--- src/rtl/daisy_pkg.sv ---
package daisy_pkg;
  localparam int VEC_W  = 8;
  localparam int CODE_W = 3;
  typedef logic [VEC_W-1:0] vec_t;
endpackage

--- src/rtl/first_set.sv ---
module first_set #(
  parameter int N = 4
) (
  input  logic [N-1:0] vec,
  output logic [N-1:0] onehot,
  output logic         any
);
  always_comb begin
    onehot = '0;
    for (int i = N - 1; i >= 0; i--) begin
      if (vec[i]) onehot = N'(1) << i;
    end
    any = |vec;
  end
endmodule

--- src/rtl/settle_timer.sv ---
module settle_timer #(
  parameter int SETTLE_CYC = 3
) (
  input  logic clk,
  input  logic rst_n,
  input  logic intack_n,
  output logic settled
);
  localparam int CW = (SETTLE_CYC > 0) ? $clog2(SETTLE_CYC + 1) : 1;
  localparam logic [CW-1:0] LIMIT = CW'(SETTLE_CYC);

  logic [CW-1:0] cnt_q, cnt_d;

  always_comb begin
    if (intack_n)            cnt_d = '0;
    else if (cnt_q == LIMIT) cnt_d = cnt_q;
    else                     cnt_d = cnt_q + 1'b1;
  end

  always_ff @(posedge clk or negedge rst_n) begin
    if (!rst_n) cnt_q <= '0;
    else        cnt_q <= cnt_d;
  end

  assign settled = (cnt_q == LIMIT);
endmodule

--- src/rtl/vector_drive.sv ---
module vector_drive
  import daisy_pkg::*;
#(
  parameter int IW = 3
) (
  input  logic          clk,
  input  logic          rst_n,
  input  logic          claim,
  input  logic          release_bus,
  input  logic [IW-1:0] win_idx,
  input  vec_t          vec_base,
  input  logic          vec_resp_en,
  input  logic          vec_mod_en,
  output vec_t          data_out,
  output logic          data_oe
);
  localparam int CODE_BITS = (IW < CODE_W) ? IW : CODE_W;

  logic oe_q, oe_d;
  vec_t data_q, data_d, vec_sel;
  logic [CODE_W-1:0] code;

  always_comb begin
    code = '0;
    code[CODE_BITS-1:0] = win_idx[CODE_BITS-1:0];
    vec_sel = vec_base;
    if (vec_mod_en) vec_sel[CODE_W-1:0] = code;
  end

  always_comb begin
    oe_d   = oe_q;
    data_d = data_q;
    if (claim) begin
      oe_d   = vec_resp_en;
      data_d = vec_resp_en ? vec_sel : '0;
    end else if (release_bus) begin
      oe_d   = 1'b0;
      data_d = '0;
    end
  end

  always_ff @(posedge clk or negedge rst_n) begin
    if (!rst_n) begin
      oe_q   <= 1'b0;
      data_q <= '0;
    end else begin
      oe_q   <= oe_d;
      data_q <= data_d;
    end
  end

  assign data_oe  = oe_q;
  assign data_out = data_q;
endmodule

--- src/rtl/daisy_ack_ctrl.sv ---
module daisy_ack_ctrl
  import daisy_pkg::*;
#(
  parameter int NSRC       = 6,
  parameter int SETTLE_CYC = 3
) (
  input  logic            clk,
  input  logic            rst_n,
  input  logic [NSRC-1:0] src_req,
  input  logic [NSRC-1:0] src_en,
  input  logic [7:0]      vec_base,
  input  logic            vec_resp_en,
  input  logic            vec_mod_en,
  input  logic            iei,
  input  logic            intack_n,
  input  logic            rd_n,
  input  logic            rst_ius_cmd,
  output logic            int_n,
  output logic            ieo,
  output logic [7:0]      data_out,
  output logic            data_oe
);
  localparam int IW = (NSRC > 1) ? $clog2(NSRC) : 1;

  logic [NSRC-1:0] ius_q, ius_d, blk, elig, win_oh, clr_oh, active;
  logic [IW-1:0]   win_idx;
  logic            win_any, clr_any, settled, rd_q, claim;

  // prefix OR: a source is blocked by any latch at its own or higher priority
  genvar g;
  generate
    for (g = 0; g < NSRC; g++) begin : g_blk
      if (g == 0) begin : g_first
        assign blk[g] = ius_q[g];
      end else begin : g_rest
        assign blk[g] = blk[g-1] | ius_q[g];
      end
    end
  endgenerate

  assign active = src_req & src_en;
  assign elig   = active & ~blk;

  first_set #(.N(NSRC)) u_win (.vec(elig),  .onehot(win_oh), .any(win_any));
  first_set #(.N(NSRC)) u_clr (.vec(ius_q), .onehot(clr_oh), .any(clr_any));

  always_comb begin
    win_idx = '0;
    for (int i = 0; i < NSRC; i++) begin
      if (win_oh[i]) win_idx = win_idx | IW'(i);
    end
  end

  settle_timer #(.SETTLE_CYC(SETTLE_CYC)) u_settle (
    .clk(clk), .rst_n(rst_n), .intack_n(intack_n), .settled(settled)
  );

  assign claim = settled & ~intack_n & ~rd_n & rd_q & iei & win_any;

  always_comb begin
    ius_d = ius_q;
    if (rst_ius_cmd && clr_any) ius_d = ius_d & ~clr_oh;
    if (claim)                  ius_d = ius_d | win_oh;
  end

  always_ff @(posedge clk or negedge rst_n) begin
    if (!rst_n) begin
      ius_q <= '0;
      rd_q  <= 1'b1;
    end else begin
      ius_q <= ius_d;
      rd_q  <= rd_n;
    end
  end

  vector_drive #(.IW(IW)) u_vec (
    .clk(clk), .rst_n(rst_n), .claim(claim),
    .release_bus(rd_n | intack_n), .win_idx(win_idx),
    .vec_base(vec_base), .vec_resp_en(vec_resp_en), .vec_mod_en(vec_mod_en),
    .data_out(data_out), .data_oe(data_oe)
  );

  assign int_n = ~(iei & win_any);
  assign ieo   = iei & ~(|ius_q) & ~(~intack_n & (|active));
endmodule

--- config.mk ---
export PLATFORM = sky130hd
export DESIGN_NAME = daisy_ack_ctrl
export DESIGN_NICKNAME = d
export VERILOG_FILES = /design/src/rtl/daisy_pkg.sv /design/src/rtl/first_set.sv /design/src/rtl/settle_timer.sv /design/src/rtl/vector_drive.sv /design/src/rtl/daisy_ack_ctrl.sv
export SDC_FILE = /design/constraint.sdc
export NUM_CORES = 1
export LEC_CHECK = 0
export BUFFER_PORTS_ARGS = -buffer_cell sky130_fd_sc_hd__buf_4
export CORE_UTILIZATION = 49
export CTS_BUF_LIST = sky130_fd_sc_hd__clkbuf_8
export CTS_CLUSTER_SIZE = 40
export DETAILED_ROUTE_END_ITERATION = 8
export PLACE_DENSITY = 0.8
export SLEW_MARGIN = 20
export SYNTH_ARGS = -nofsm -noshare
export SYNTH_HDL_FRONTEND = slang
export SYNTH_HIERARCHICAL = 1
export SYNTH_SLANG_ARGS = --single-unit
--- constraint.sdc ---
create_clock -name clk -period 2.58 [get_ports clk]
set_input_delay 0.258 -clock clk [delete_from_list [all_inputs] [get_ports clk]]
set_output_delay 0.258 -clock clk [all_outputs]
set_load 0.01 [all_outputs]
==> metrics.txt <==
Setup Skew=7.77 ps; Avg Cell Area, Syn=10.5 um2; Nets=166; share of layout cells above drive strength 1=42.6%; DR pass1 iterations=4; GR Overflow Total=0; Site Rows=15; final instance area=1360 um2; Mapped Area=995 um2; clock tree from TritonCTS=built; syn_nets=124; Worst Path Required=2730 ps; Starting Density=54.6%; via count of the first global-routing pass=845; Yosys top cell area share=42.8%; detailed placement HPWL=1750 um; initial antenna violation count=0; largest cells by area after synthesis=dfrtp_1 43%, a22o_1 8.8%, nand2_1 5.3%; Seq/Total Area, Yosys=45.4%; top-count cell post-synth=dfrtp_1; Setup violations, final=0; DR vias/cell=5.49; clock root buffer master=clkbuf_8; Final Hold Slack=122 ps; CTS Buffer Depth=2; Yosys cell types=31; clock slew at the register clock pins of the worst setup and hold paths=70 ps; Skew-Pair Late Insertion Delay=250 ps; Slew HR=64.7%; CTS buffer count=3; first-iteration detailed-routing DRC count=13; Crit Path Class=reg2reg; worst min-delay path category=in2reg; CP endpoint kind=flop; Finished Layout Cells=161; Post-Place Cell Area=1280 um2; crit start category=flop; status=finished clean; GRT Util Overall=23.4%; Ant. Diodes=0; fin crit share=93.5%; first-pass GRT wire length=3470 um; # DRC=0; Core Region=1820 um2; f_max=415 MHz; area leader, netlist=dfrtp_1; pre-CTS WS=173 ps; #FFs+latches synth=18; Post-synth EDFFs=0; drt total wl=2260 um; CP arrival=2560 ps; H-tree Lvls=1; die width=47.1 um; dpl cells=154; num ports=39; worst IR drop on VDD=380 uV; # clock sinks=18; YS warnings=6; routed vias=884; Final GP Congestion=0.964; die height=47.1 um; Leak=0.706 nW; final worst slack=168 ps; power density cells=518 nW/um2; Filler cells=129; largest net degree at the start of global routing=19; antenna viol nets, final=0; ys async rst share=100%; PortBufs=38; Die Area=2210 um2; minimum clock period=2410 ps; ys flop type=dfrtp_1; Least-Margin Pin Slew=522 ps; Routed wire per std cell=14.0 um; RSZ-0062 raised after global routing=no; Area Growth Syn to Fin=36.9%; Fin Setup TNS=0 ps; synthesized instance count=95; final hold vios=0; final count of pins violating max slew=0; most frequent cells after synthesis=17 x dfrtp_1, 14 x nand2_1, 10 x a22o_1; max-cap viol count=0; crit-path max FO=10
metrics by stage:
stage | util (%) | total power [mW]
floorplan | - | 0.418
global placement | 70.4 | 0.474
detailed placement | 70.4 | 0.482
CTS | 74.0 | 0.713
global route | 74.8 | 0.746
finish | 74.8 | 0.706
layout make-up:
class	instances	area [um2]	area share (%)
repair buffers	41	310	22.8
clock buffers	4	55.1	4.04
multi-input cells	71	505	37.1
well taps	25	31.3	2.30
inverters	2	7.51	0.551
flip-flops and latches	18	452	33.2
sequential cells by signal, indices dropped and copies added, names as in the netlist:
| register | count |
|---|---|
| ius_q | 6 |
| u_vec/data_out | 8 |
| u_settle/cnt_q | 2 |
| u_vec/data_oe | 1 |
| rd_q | 1 |
logic make-up after synthesis:
| group | count (synthesis) | share of synthesized area [%] |
|---|---|---|
| AOI/OAI and AO/OA | 18 | 15.7 |
| xor gates and xnor gates | 1 | 0.881 |
| adders and majority gates | 1 | 1.26 |
| buffers and inverters | 6 | 3.77 |
| DFF | 18 | 45.4 |
| muxes | 4 | 4.03 |
| and+or+nand+nor | 47 | 28.9 |
layout by cell type (no fill, tap or decap):
cell type	Yosys	routed
nand2_1	14	14
buf_4	2	40
a41o_1	1	1
nor2_2	1	1
dlygate4sd3_1	0	1
xor2_1	1	1
o2bb2ai_1	3	3
a22oi_1	2	2
a22o_2	1	1
nor3_4	1	1
nor4b_1	2	2
nor3_1	2	2
inv_1	2	2
and2_1	1	1
dfstp_2	1	1
or3_1	3	3
a22o_1	10	10
nor3b_1	4	4
or2_2	3	3
or4_4	3	3
and2b_2	2	2
nor4_1	1	1
mux2i_1	4	4
dfrtp_1	17	17
nor2_1	6	6
ha_1	1	1
and3_1	2	2
a21o_1	1	1
nor3_2	1	1
and2_4	1	1
clkbuf_8	0	4
routing by layer:
layer / track usage (%) / vias up / part of all wire [%]
li1: - / 430 / -
met1: 28.4 / 420 / 42
met2: 38.9 / 29 / 52
met3: 5.00 / 5 / 4.0
met4: 12.6 / 0 / 1.6
met5: 0 / - / 0
critical path, cell delays in order, from the launching register on:
cell and delay, ps:
dfrtp_1 510, nor2_1 160, or4_4 570, or3_1 330, nand2_1 140, nor3_4 60
buf_4 140, buf_4 150, a22o_2 250
where the power goes:
| group | internal, mW | switching, mW | total (mW) |
|---|---|---|---|
| logic | 0.0909 | 0.0729 | 0.164 |
| clock network | 0.135 | 0.0930 | 0.228 |
| registers | 0.297 | 0.0165 | 0.313 |
timing repair:
action                     4_1_cts  5_1_grt
resized for setup                0        0
buffers inserted                 0        2
setup endpoints to repair        0        4
hold buffers                     1        0
hold endpoints to repair        17        0
path summary, 6_finish.rpt:
check	from	slack (ps)	end	cells past startpoint
max in group asynchronous	rst_n	1900	rd_q	2
worst max-delay path	ius_q[0]	170	ius_q[3]	8
worst min-delay path	rd_n	120	rd_q	1
worst max register to register	ius_q[0]	170	ius_q[3]	8
worst min register to register	u_vec/data_oe	490	u_vec/data_oe	1
min in group asynchronous	rst_n	410	ius_q[4]	2
No activity file was read; power rests on OpenSTA's default activity.
